===== config.mk =====
export PLATFORM = sky130hd
export DESIGN_NAME = ecc_scrub_ctrl
export DESIGN_NICKNAME = d
export VERILOG_FILES = /design/src/rtl/ecc_scrub_pkg.sv /design/src/rtl/ecc_encoder.sv /design/src/rtl/ecc_decoder.sv /design/src/rtl/ecc_init_seq.sv /design/src/rtl/ecc_scrub_ctrl.sv
export SDC_FILE = /design/constraint.sdc
export NUM_CORES = 1
export LEC_CHECK = 0
export ABC_AREA = 0
export ABC_CLOCK_PERIOD_IN_PS = 3000
export BUFFER_PORTS_ARGS = -buffer_cell sky130_fd_sc_hd__buf_2
export CAP_MARGIN = 20
export CORE_ASPECT_RATIO = 0.7
export CORE_MARGIN = 2
export CORE_UTILIZATION = 45
export CTS_CLUSTER_DIAMETER = 40
export DETAILED_ROUTE_END_ITERATION = 8
export GPL_TIMING_DRIVEN = 0
export PLACE_DENSITY = 0.72
export SLEW_MARGIN = 10
export SYNTH_ARGS = -nofsm -noshare
export SYNTH_HDL_FRONTEND = slang
export SYNTH_SLANG_ARGS = --single-unit
export TNS_END_PERCENT = 30

===== constraint.sdc =====
create_clock -name clk -period 3 [get_ports clk]
set_clock_uncertainty 0.1 [all_clocks]
set_input_delay 0.15 -clock clk [delete_from_list [all_inputs] [get_ports clk]]
set_output_delay 0.15 -clock clk [all_outputs]
set_load 0.02 [all_outputs]

===== src/rtl/ecc_scrub_pkg.sv =====
package ecc_scrub_pkg;

   typedef enum logic [1:0] {
      ST_IDLE   = 2'd0,
      ST_RDWAIT = 2'd1,
      ST_SCRUB  = 2'd2
   } ctl_state_t;

   // number of Hamming parity bits needed for dw data bits
   function automatic int par_bits(input int dw);
      int p;
      p = 1;
      for (int n = 0; n < 16; n++) begin
         if ((1 << p) < dw + p + 1) p++;
      end
      return p;
   endfunction

   // codeword position of data bit k (non-power-of-two slots from 3 up)
   function automatic int slot_of(input int k);
      int cnt;
      int res;
      cnt = 0;
      res = 0;
      for (int p = 3; p < 2100; p++) begin
         if ((p & (p - 1)) != 0) begin
            if (cnt == k && res == 0) res = p;
            cnt++;
         end
      end
      return res;
   endfunction

endpackage


===== src/rtl/ecc_encoder.sv =====
module ecc_encoder
   import ecc_scrub_pkg::*;
#(
   parameter int DATA_W = 64,
   localparam int P     = par_bits(DATA_W),
   localparam int CHK_W = P + 1
) (
   input  logic [DATA_W-1:0] data_i,
   output logic [CHK_W-1:0]  chk_o
);

   function automatic logic [DATA_W-1:0] cover_mask(input int i);
      logic [DATA_W-1:0] m;
      for (int k = 0; k < DATA_W; k++) begin
         m[k] = ((slot_of(k) >> i) & 1) != 0;
      end
      return m;
   endfunction

   logic [P-1:0] ham;

   generate
      for (genvar i = 0; i < P; i++) begin : g_par
         localparam logic [DATA_W-1:0] MASK = cover_mask(i);
         assign ham[i] = ^(data_i & MASK);
      end
   endgenerate

   assign chk_o = {^{data_i, ham}, ham};

endmodule


===== src/rtl/ecc_decoder.sv =====
module ecc_decoder
   import ecc_scrub_pkg::*;
#(
   parameter int DATA_W  = 64,
   localparam int P      = par_bits(DATA_W),
   localparam int CHK_W  = P + 1,
   localparam int WORD_W = DATA_W + CHK_W
) (
   input  logic [WORD_W-1:0] word_i,
   output logic [DATA_W-1:0] data_o,
   output logic              single_o,
   output logic              multi_o
);

   localparam int            TOP_POS = DATA_W + P;
   localparam logic [P-1:0]  TOP     = P'(TOP_POS);

   logic [DATA_W-1:0] raw;
   logic [CHK_W-1:0]  chk;
   logic [CHK_W-1:0]  re_chk;
   logic [P-1:0]      syn;
   logic              odd;
   logic              in_range;
   logic [DATA_W-1:0] flip;

   assign raw = word_i[DATA_W-1:0];
   assign chk = word_i[WORD_W-1:DATA_W];

   ecc_encoder #(.DATA_W(DATA_W)) u_reenc (
      .data_i (raw),
      .chk_o  (re_chk)
   );

   assign syn      = chk[P-1:0] ^ re_chk[P-1:0];
   // parity of the whole stored word, rebuilt from the re-encode
   assign odd      = chk[P] ^ re_chk[P] ^ (^syn);
   assign in_range = (syn <= TOP);

   assign single_o = odd & in_range;
   assign multi_o  = (~odd & (syn != '0)) | (odd & ~in_range);

   generate
      for (genvar k = 0; k < DATA_W; k++) begin : g_fix
         localparam logic [P-1:0] POS = P'(slot_of(k));
         assign flip[k] = odd & (syn == POS);
      end
   endgenerate

   assign data_o = raw ^ flip;

endmodule


===== src/rtl/ecc_init_seq.sv =====
module ecc_init_seq #(
   parameter int ADDR_W = 10
) (
   input  logic              clk,
   input  logic              rst_n,
   output logic              busy_o,
   output logic [ADDR_W-1:0] addr_o
);

   localparam logic [ADDR_W-1:0] LAST = '1;

   logic [ADDR_W-1:0] cnt;
   logic              done;

   always_ff @(posedge clk or negedge rst_n) begin
      if (!rst_n) begin
         cnt  <= '0;
         done <= 1'b0;
      end else if (!done) begin
         cnt <= cnt + 1'b1;
         if (cnt == LAST) done <= 1'b1;
      end
   end

   assign busy_o = ~done;
   assign addr_o = cnt;

endmodule


===== src/rtl/ecc_scrub_ctrl.sv =====
module ecc_scrub_ctrl
   import ecc_scrub_pkg::*;
#(
   parameter int DATA_W  = 64,
   parameter int ADDR_W  = 10,
   parameter int ROW_W   = 3,
   localparam int WORD_W = DATA_W + par_bits(DATA_W) + 1
) (
   input  logic              clk,
   input  logic              rst_n,
   input  logic              req_valid,
   input  logic              req_write,
   input  logic [ADDR_W-1:0] req_addr,
   input  logic [DATA_W-1:0] req_wdata,
   output logic              req_ready,
   output logic              rsp_valid,
   output logic [DATA_W-1:0] rsp_data,
   output logic              err_single,
   output logic              err_multi,
   output logic [ROW_W-1:0]  err_row,
   output logic              init_done,
   output logic              mem_we,
   output logic              mem_re,
   output logic [ADDR_W-1:0] mem_addr,
   output logic [WORD_W-1:0] mem_wdata,
   input  logic [WORD_W-1:0] mem_rdata,
   input  logic              mem_rvalid
);

   localparam int CHK_W = WORD_W - DATA_W;

   generate
      if (DATA_W < 4) begin : g_bad_data
         $error("ecc_scrub_ctrl: DATA_W must be at least 4");
      end
      if (ROW_W < 1 || ROW_W > ADDR_W) begin : g_bad_row
         $error("ecc_scrub_ctrl: ROW_W must lie in 1..ADDR_W");
      end
   endgenerate

   ctl_state_t        state;
   logic [ADDR_W-1:0] hold_addr;
   logic [DATA_W-1:0] hold_data;
   logic              init_busy;
   logic [ADDR_W-1:0] init_addr;
   logic [DATA_W-1:0] enc_data;
   logic [CHK_W-1:0]  enc_chk;
   logic [DATA_W-1:0] dec_data;
   logic              dec_single;
   logic              dec_multi;
   logic              take_wr;
   logic              take_rd;

   ecc_init_seq #(.ADDR_W(ADDR_W)) u_init (
      .clk    (clk),
      .rst_n  (rst_n),
      .busy_o (init_busy),
      .addr_o (init_addr)
   );

   ecc_encoder #(.DATA_W(DATA_W)) u_enc (
      .data_i (enc_data),
      .chk_o  (enc_chk)
   );

   ecc_decoder #(.DATA_W(DATA_W)) u_dec (
      .word_i   (mem_rdata),
      .data_o   (dec_data),
      .single_o (dec_single),
      .multi_o  (dec_multi)
   );

   assign init_done = ~init_busy;
   assign req_ready = init_done & (state == ST_IDLE);
   assign take_wr   = req_ready & req_valid & req_write;
   assign take_rd   = req_ready & req_valid & ~req_write;

   assign mem_re = take_rd;
   assign mem_we = init_busy | take_wr | (state == ST_SCRUB);

   always_comb begin
      if (init_busy) begin
         mem_addr = init_addr;
         enc_data = '0;
      end else if (state == ST_SCRUB) begin
         mem_addr = hold_addr;
         enc_data = hold_data;
      end else begin
         mem_addr = req_addr;
         enc_data = req_wdata;
      end
   end

   assign mem_wdata = {enc_chk, enc_data};

   always_ff @(posedge clk or negedge rst_n) begin
      if (!rst_n) begin
         state      <= ST_IDLE;
         hold_addr  <= '0;
         hold_data  <= '0;
         rsp_valid  <= 1'b0;
         rsp_data   <= '0;
         err_single <= 1'b0;
         err_multi  <= 1'b0;
         err_row    <= '0;
      end else begin
         rsp_valid  <= 1'b0;
         err_single <= 1'b0;
         err_multi  <= 1'b0;
         case (state)
            ST_IDLE: begin
               if (take_rd) begin
                  hold_addr <= req_addr;
                  state     <= ST_RDWAIT;
               end
            end
            ST_RDWAIT: begin
               if (mem_rvalid) begin
                  rsp_valid  <= 1'b1;
                  rsp_data   <= dec_data;
                  err_single <= dec_single;
                  err_multi  <= dec_multi;
                  err_row    <= hold_addr[ADDR_W-1 -: ROW_W];
                  hold_data  <= dec_data;
                  state      <= dec_single ? ST_SCRUB : ST_IDLE;
               end
            end
            ST_SCRUB: state <= ST_IDLE;
            default:  state <= ST_IDLE;
         endcase
      end
   end

endmodule


==> impl_metrics.ini, run 1 <==
[finish]
final_common_cell = buf_2
layout_common_cells = buf_2 (287), nand2_1 (270), xnor2_1 (174)
drive_gt1_share_pct = 41.0
layout.nets = 1645
insertedDiodeCount = 0
regArea_um2 = 2330
final_util_pct = 69.2
fin_cells = 1756
area_growth_pct = 49.0
multiInputGateArea_um2 = 8030
fillers = 1663

[drt]
routedWlPerCell_um = 23.3
drt_iter0_drc = 986
drcViolationCount = 0
firstDrtPassIters = 7
postRouteAntennaNets = 0
wirelength_um = 40900
routed-via-count = 9843
vias_per_cell = 5.61

[placement]
gpl.final_weighted_congestion = 1.02
placedCellCount = 1683
hpwl_um = 32400
numPortBuffers = 306

[clocking]
clk_pin_slew_worst_paths_ns = 0.08
root_buffer = clkbuf_16
clk_path_buf_depth = 2
clkLatencyLatePin_ns = 0.35
htreeDepth = 3
cts_buffers = 9
clkSinkCount = 93
cts_tree = done

[critical_path]
worst-path-max-fanout = 6
r2r_setup_slack_ns = 0.37
required_ns = 3.14
start_kind = primary input
cp-end-kind = register
arrival_ns = 4.29
worstSetupPathType = in -> reg

[sta]
setup_viol = 74
holdWs_ns = -0.00283
rsz0062_at_grt = yes
relSlewSlack_pct = 12.9
slew_viol_final = 0
tightestPinTransition_ns = 1.31
min_period_ns = 4.16
fmax_ghz = 0.240
finalCritPeriodShare_pct = 139
finalHoldViolations = 1
fin_ws_ns = -1.16

[synth]
syn_inst = 1106
synth_fa_ha_area_share_pct = 1.75
async_reset_ff_share_pct = 100
syn-num-nets = 1270
syn_avg_cell_area_um2 = 8.41
synth.distinct_cells = 41
ys_seq_area_share_pct = 25.0
synth-xor-area-share_pct = 37.1
synth-edff-count = 0
synth-compound-area-share_pct = 9.89
synth_ff_type = dfrtp_1
synth_seq_cells = 93
muxShareOfSynthArea_pct = 1.31
synth_top_cell_area_share_pct = 25.0
ys_warn_count = 0
yosys.area_share.simple_pct = 20.4
synth_top_family_by_area = XOR/XNOR gates
syn_area_um2 = 9300
yosysTopAreaCell = dfrtp_1
synth_area_leaders = dfrtp_1 (25%), xnor2_1 (23%), nand2_1 (11%)

[floorplan]
fp.dieW_um = 176
die_h_um = 124
row_count = 43
core-area_um2 = 20000
die_area_um2 = 21800
io_pins = 307
start_util_pct = 46.4

[grt]
grt.total_usage_pct = 36.2
antenna_found_initial = 0
overflow = 0
first_global_vias = 9530
grt.busiest_layer = met2
globalRouteMet1Util_pct = 50.9
grt_max_degree = 65
grt_pass1_wl_um = 58200
grtUsageMet3_pct = 14.1
met2_usage_pct = 52.7

[run_status]
failed_checks = hold timing, setup timing
outcome = finished with violations

[min_path]
hold_class = in -> reg

[flow_run]
cap_violations = 0
[cell type report]
| type | count | share of cell area [%] |
|---|---|---|
| tap | 270 | 2.44 |
| timing repair buffer | 366 | 16.1 |
| clock buffer | 9 | 1.63 |
| multi-input combinational | 929 | 58.0 |
| buffer | 73 | 4.18 |
| inverter | 9 | 0.244 |
| clock inverter | 7 | 0.578 |
| sequential | 93 | 16.8 |
[timing repair]
| action | in CTS | in global routing |
|---|---|---|
| pin swaps | 59 | 65 |
| cloned | 2 | 2 |
| buffers inserted | 29 | 14 |
| gates resized for setup | 226 | 168 |
| endpoints found under the setup margin | 129 | 89 |
| hold endpoints to repair | 41 | 0 |
| hold buffers | 13 | 0 |
[cell usage after synthesis (2+ instances only)]
cell,number
nand2_1,272
xnor2_1,242
dfrtp_1,93
xor2_1,56
nand3_1,52
clkbuf_1,47
o21ai_0,46
nor3_1,37
xnor3_1,33
a21boi_0,29
a21boi_1,29
nor3_2,21
o21ai_1,21
nor2_1,15
ha_1,13
mux2i_1,11
a31oi_1,10
buf_6,9
inv_1,9
buf_4,8
buf_2,7
and3_1,5
nand4_1,5
nor2b_1,5
buf_1,4
and2_1,3
nand2b_1,3
xnor2_2,3
a21boi_2,2
a21oi_1,2
o211ai_1,2
o21a_1,2
xor3_1,2
[metal layers]
metal | wire length (um) | vias up
li1 | - | 4370
met1 | 16900 | 4806
met2 | 17500 | 600
met3 | 5730 | 67
met4 | 856 | 0
met5 | 0 | -
[path summary, 6_finish.rpt]
check	start	endpoint	cells past startpoint
hold / removal	mem_rdata[33]	hold_data[33]	3
setup reg to reg	state[0]	hold_data[47]	8
setup / recovery	mem_rdata[3]	hold_data[10]	17
max in group asynchronous	rst_n	state[0]	3
hold reg to reg	err_row[2]	err_row[2]	2
min in group asynchronous	rst_n	hold_data[53]	2
[stage by stage]
| stage | setup TNS [ns] | cell area, um2 | setup slack, ns | hold slack [ns] |
|---|---|---|---|---|
| after floorplan | -54.58 | 9460 | -0.778 | -0.246 |
| after global placement | -157.42 | 11300 | -2.06 | 0.255 |
| after detailed placement | -158.59 | 11400 | -1.86 | 0.0185 |
| after CTS | -75.14 | 13000 | -1.15 | 0.00892 |
| after global routing | -85.29 | 13800 | -1.30 | 0.00951 |
| final | -75.99 | 13800 | -1.16 | -0.00283 |
[logic make-up (layout without fill, tap and decap cells)]
family,Yosys count,after routing
AOI/OAI and AO/OA,146,146
buffers and inverters,84,464
DFF,93,93
xor gates and xnor gates,336,336
muxes,12,12
adders and majority gates,13,13
and+or+nand+nor,422,422
[registers in the layout, summed over array words and instances (netlist names)]
register	count
err_multi	1
err_row	3
err_single	1
hold_addr	10
hold_data	64
rsp_valid	1
state	2
u_init.addr_o	10
u_init.done	1
[critical path: stages]
cell	delay [ns]
buf_2	0.13
xnor2_2	0.21
xnor3_2	0.50
xnor2_2	0.22
xnor3_2	0.34
xor2_4	0.20
ha_4	0.28
xnor3_2	0.44
xnor2_2	0.17
xnor2_2	0.27
xnor2_1	0.18
xnor3_2	0.41
buf_6	0.18
clkbuf_16	0.16
nor3_2	0.19
xnor2_1	0.17
o21ai_1	0.08
Power of run 1 is not shown: default switching activity piles up to over one toggle a cycle in this logic, so the estimate is an artifact.
==> run 2, diff against run 1 <==
--- a/config.mk
+++ b/config.mk
@@ -15,7 +15,7 @@
 export CTS_CLUSTER_DIAMETER = 40
 export DETAILED_ROUTE_END_ITERATION = 8
 export GPL_TIMING_DRIVEN = 0
-export PLACE_DENSITY = 0.72
+export PLACE_DENSITY = 0.84
 export SLEW_MARGIN = 10
 export SYNTH_ARGS = -nofsm -noshare
 export SYNTH_HDL_FRONTEND = slang
==> run 2 against run 1 <==
  * The flow finishes with violations (setup timing)
  * Setup slack worse by 0.060 ns
  * Cell area is 3.1% lower
  * Wire length is 0.61% lower
  * Via count is 2.5% higher
  * Critical path depth is 1 higher
  * Largest cell class unchanged
  * Core utilization is 2.2 points lower
  * Sequential share of layout area is 0.53 points higher
  * Worst hold slack better by 0.017 ns
  * Final cell count is 0.51% lower
==> impl_metrics.ini, run 2 (synthesized netlist as in run 1, its figures left out) <==
[grt]
overflow = 0
antenna_found_initial = 1
grt_pass1_wl_um = 57700
grt.total_usage_pct = 35.2
first_global_vias = 9565
grt_max_degree = 67

[sta]
fmax_ghz = 0.237
slew_viol_final = 0
finalCritPeriodShare_pct = 141
setup_viol = 74
finalHoldViolations = 0
tightestPinTransition_ns = 1.28
relSlewSlack_pct = 15.0
rsz0062_at_grt = yes
min_period_ns = 4.22
fin_ws_ns = -1.22

[clocking]
cts_buffers = 9
clkLatencyLatePin_ns = 0.34
htreeDepth = 3
cts_tree = done
root_buffer = clkbuf_16
clk_path_buf_depth = 2
clkSinkCount = 93
clk_pin_slew_worst_paths_ns = 0.08

[floorplan]
io_pins = 307
fp.dieW_um = 176
die_h_um = 124
row_count = 43
core-area_um2 = 20000
die_area_um2 = 21800
start_util_pct = 46.4

[placement]
numPortBuffers = 306
gpl.final_weighted_congestion = 1.01
hpwl_um = 31600

[critical_path]
worstSetupPathType = in -> reg
worst-path-max-fanout = 5
required_ns = 3.10
arrival_ns = 4.32
start_kind = primary input
cp-end-kind = register

[min_path]
hold_class = in -> reg

[finish]
largest_register = hold_data
largest_reg_flops = 64
final_common_cell = buf_2
drive_gt1_share_pct = 38.1
fillers = 1624
layout_common_cells = buf_2 (288), nand2_1 (270), xnor2_1 (195)
layout.nets = 1635
final_util_pct = 67.0
area_growth_pct = 44.3

[drt]
firstDrtPassIters = 8
postRouteAntennaNets = 0
vias_per_cell = 5.78
routedWlPerCell_um = 23.3
wirelength_um = 40700
drt_iter0_drc = 1268
drcViolationCount = 0
routed-via-count = 10100

[run_status]
failed_checks = setup timing
outcome = finished with violations

[flow_run]
cap_violations = 0
-- run 2: final cells by class --
class / count / area, um2 / share of cell area [%]
antenna: 2 / 5.00 / 0.0373
clock buffer: 9 / 225 / 1.68
timing repair buffer: 354 / 2120 / 15.8
sequential: 93 / 2330 / 17.4
tap: 270 / 338 / 2.52
inverter: 9 / 33.8 / 0.252
multi-input combinational: 929 / 7740 / 57.7
buffer: 75 / 563 / 4.20
clock inverter: 6 / 55.1 / 0.410
-- run 2: worst paths after layout --
kind | startpoint | endpoint | slack [ns] | depth (start not counted)
max | mem_rdata[24] | hold_data[0] | -1.22 | 18
min | mem_rdata[40] | hold_data[40] | 0.01 | 3
min in group asynchronous | rst_n | u_init.addr_o[7] | 0.18 | 2
max reg2reg | u_init.done | state[0] | 0.43 | 9
min reg2reg | hold_addr[3] | hold_addr[3] | 0.38 | 2
max in group asynchronous | rst_n | err_single | 1.93 | 3
-- run 2: routing by layer --
| metal | wire [um] | track usage (%) | vias up |
|---|---|---|---|
| met5 | 0 | 0 | - |
| met4 | 1220 | 6.95 | 0 |
| li1 | - | - | 4336 |
| met3 | 5310 | 10.8 | 127 |
| met1 | 16400 | 49.7 | 4829 |
| met2 | 17800 | 53.5 | 797 |
-- run 2: worst max-delay path, cell delays in order --
cell       delay [ns]
buf_4            0.15
xnor2_4          0.14
xnor3_2          0.47
buf_6            0.15
xnor2_4          0.14
xnor3_2          0.33
xor2_2           0.21
ha_1             0.29
xnor3_2          0.46
xnor2_2          0.23
xnor2_2          0.17
xnor2_2          0.16
xnor3_2          0.39
buf_12           0.19
clkbuf_16        0.16
nor3_2           0.21
xnor2_1          0.17
o21ai_0          0.14
-- run 2: repair_timing --
| item | in CTS | in global routing |
|---|---|---|
| cloned | 1 | 2 |
| gates resized for setup | 169 | 160 |
| hold buffers | 12 | 0 |
| setup buffers | 21 | 13 |
| endpoints found under the hold margin | 38 | 0 |
| endpoints found under the setup margin | 125 | 94 |
| pin swaps | 37 | 66 |
-- run 2: through the flow --
step | area, um2 | cells | hold slack, ns | TNS (ns) | worst slack (ns)
finish | 13400 | 1747 | 0.0142 | -74.20 | -1.22
global route | 13400 | 1746 | 0.00716 | -85.82 | -1.40
CTS | 12600 | 1732 | 0.0150 | -75.43 | -1.13
detailed placement | 11400 | 1683 | 0.0137 | -140.79 | -1.76
global placement | 11300 | 1682 | 0.252 | -135.18 | -1.73
floorplan | 9460 | 1106 | -0.246 | -54.58 | -0.778
Power of run 2 is left out for the same reason.
==> run 3, diff against run 2 <==
--- a/config.mk
+++ b/config.mk
@@ -15,9 +15,9 @@
 export CTS_CLUSTER_DIAMETER = 40
 export DETAILED_ROUTE_END_ITERATION = 8
 export GPL_TIMING_DRIVEN = 0
-export PLACE_DENSITY = 0.84
+export PLACE_DENSITY = 0.75
 export SLEW_MARGIN = 10
 export SYNTH_ARGS = -nofsm -noshare
 export SYNTH_HDL_FRONTEND = slang
 export SYNTH_SLANG_ARGS = --single-unit
-export TNS_END_PERCENT = 30
+export TNS_END_PERCENT = 5
==> run 3 against run 2 <==
  * The flow still finishes with violations (setup timing)
  * Setup slack gained 0.066 ns
  * Via count shrank 1.5%
  * Worst hold slack gained 0.0025 ns
==> impl_metrics.ini, run 3 (synthesized netlist as in run 1, its figures left out) <==
[run_status]
outcome = finished with violations
failed_checks = setup timing

[finish]
layout.nets = 1648
final_area_um2 = 13400
final_util_pct = 66.9
drive_gt1_share_pct = 39.6
final_common_cell = buf_2
fin_cells = 1760
area_growth_pct = 44.1
fillers = 1671
largest_register = hold_data
largest_reg_flops = 64
layout_common_cells = buf_2 (291), nand2_1 (268), xnor2_1 (199)

[floorplan]
row_count = 43
start_util_pct = 46.4
die_area_um2 = 21800
fp.dieW_um = 176
io_pins = 307
core-area_um2 = 20000
die_h_um = 124

[placement]
numPortBuffers = 306
hpwl_um = 32400
placedCellCount = 1683
postPlaceCellArea_um2 = 11400
gpl.final_weighted_congestion = 0.995
pre_cts_slack_ns = -1.72

[clocking]
clk_path_buf_depth = 2
cts_tree = done
htreeDepth = 3
clkLatencyLatePin_ns = 0.36
clk_pin_slew_worst_paths_ns = 0.07
root_buffer = clkbuf_16
cts_buffers = 9
clkSinkCount = 93

[critical_path]
worstSetupPathType = in -> reg
cp-end-kind = register
required_ns = 3.12
arrival_ns = 4.28
start_kind = primary input
worst-path-max-fanout = 10

[sta]
rsz0062_at_grt = yes
relSlewSlack_pct = 25.1
fin_ws_ns = -1.15
holdWs_ns = 0.0166
finalHoldViolations = 0
finalCritPeriodShare_pct = 138
fmax_ghz = 0.241
finalSetupTns_ns = -76.84
min_period_ns = 4.15
setup_viol = 76
tightestPinTransition_ns = 1.12
slew_viol_final = 0

[drt]
postRouteAntennaNets = 0
drt_iter0_drc = 1024
wirelength_um = 40800
firstDrtPassIters = 9
vias_per_cell = 5.64
routed-via-count = 9934
routedWlPerCell_um = 23.2
drcViolationCount = 0

[grt]
grt_pass1_wl_um = 59300
antenna_found_initial = 2
first_global_vias = 9591
grt_max_degree = 57
grt.total_usage_pct = 36.6
overflow = 0

[min_path]
hold_class = in -> reg

[power_and_ir_drop]
total_power_mw = 18.0
p_leak_nw = 6.20
ir_drop_uv = 1700
power-per-cell-area_nw_per_um2 = 1340

[flow_run]
cap_violations = 0
==> run 3: changes by cell type in the layout (fill, tap and decap cells not counted), moves of 7 or more <==
cell | previous run | this run
o21ai_0 | 20 | 31
nor3_2 | 16 | 39
o21ai_1 | 47 | 35
nor3_4 | 37 | 17
buf_12 | 12 | 5
==> run 3: cell type report <==
type / count / area [um2] / share of cell area, %
inverters: 9 / 33.8 / 0.252
diodes: 1 / 2.50 / 0.0187
flip-flops and latches: 93 / 2330 / 17.4
well taps: 270 / 338 / 2.52
repair buffers: 367 / 2170 / 16.2
clock buffers: 10 / 229 / 1.71
clock inverters: 6 / 56.3 / 0.420
multi-input cells: 929 / 7660 / 57.2
plain buffers: 75 / 572 / 4.27
==> run 3: what timing repair did <==
item | CTS | global route
cloned | 1 | 1
hold buffers | 12 | 0
pin swaps | 57 | 25
endpoints found under the setup margin | 127 | 90
buffers inserted | 39 | 7
hold endpoints to repair | 48 | 0
gates resized for setup | 228 | 84
==> run 3: routing by layer <==
layer | global-route usage [%] | routed length, um
met5 | 0 | 26
met4 | 8.41 | 1120
met2 | 54.1 | 17300
met3 | 12.3 | 5280
met1 | 51.7 | 17100
==> run 3: power by group <==
part	total (mW)	internal (mW)	switching (mW)
clock	1.15	0.582	0.569
sequential	1.90	1.51	0.391
combinational	14.9	5.62	9.33
total	18.0	7.71	10.3
==> run 3: worst max-delay path, stage by stage <==
cell	delay [ns]
buf_2	0.14
xor2_1	0.17
xnor2_1	0.29
xnor3_1	0.54
xnor2_2	0.27
xor2_2	0.24
ha_4	0.24
xnor2_2	0.17
xnor3_1	0.28
xnor2_1	0.16
xnor2_1	0.28
xnor2_1	0.19
xnor3_2	0.40
buf_8	0.19
buf_12	0.16
nor3_4	0.13
xnor2_1	0.18
o21ai_1	0.08
==> run 3: worst paths after layout <==
path | depth (start not counted) | slack, ns | start | endpoint
max | 18 | -1.15 | mem_rdata[44] | hold_data[32]
min | 3 | 0.02 | mem_rdata[51] | hold_data[51]
max reg2reg | 8 | 0.26 | state[0] | hold_data[27]
min reg2reg | 2 | 0.38 | err_row[0] | err_row[0]
max in group asynchronous | 3 | 1.88 | rst_n | state[0]
min in group asynchronous | 2 | 0.21 | rst_n | u_init.addr_o[8]
(Power assumes the default switching activity.)
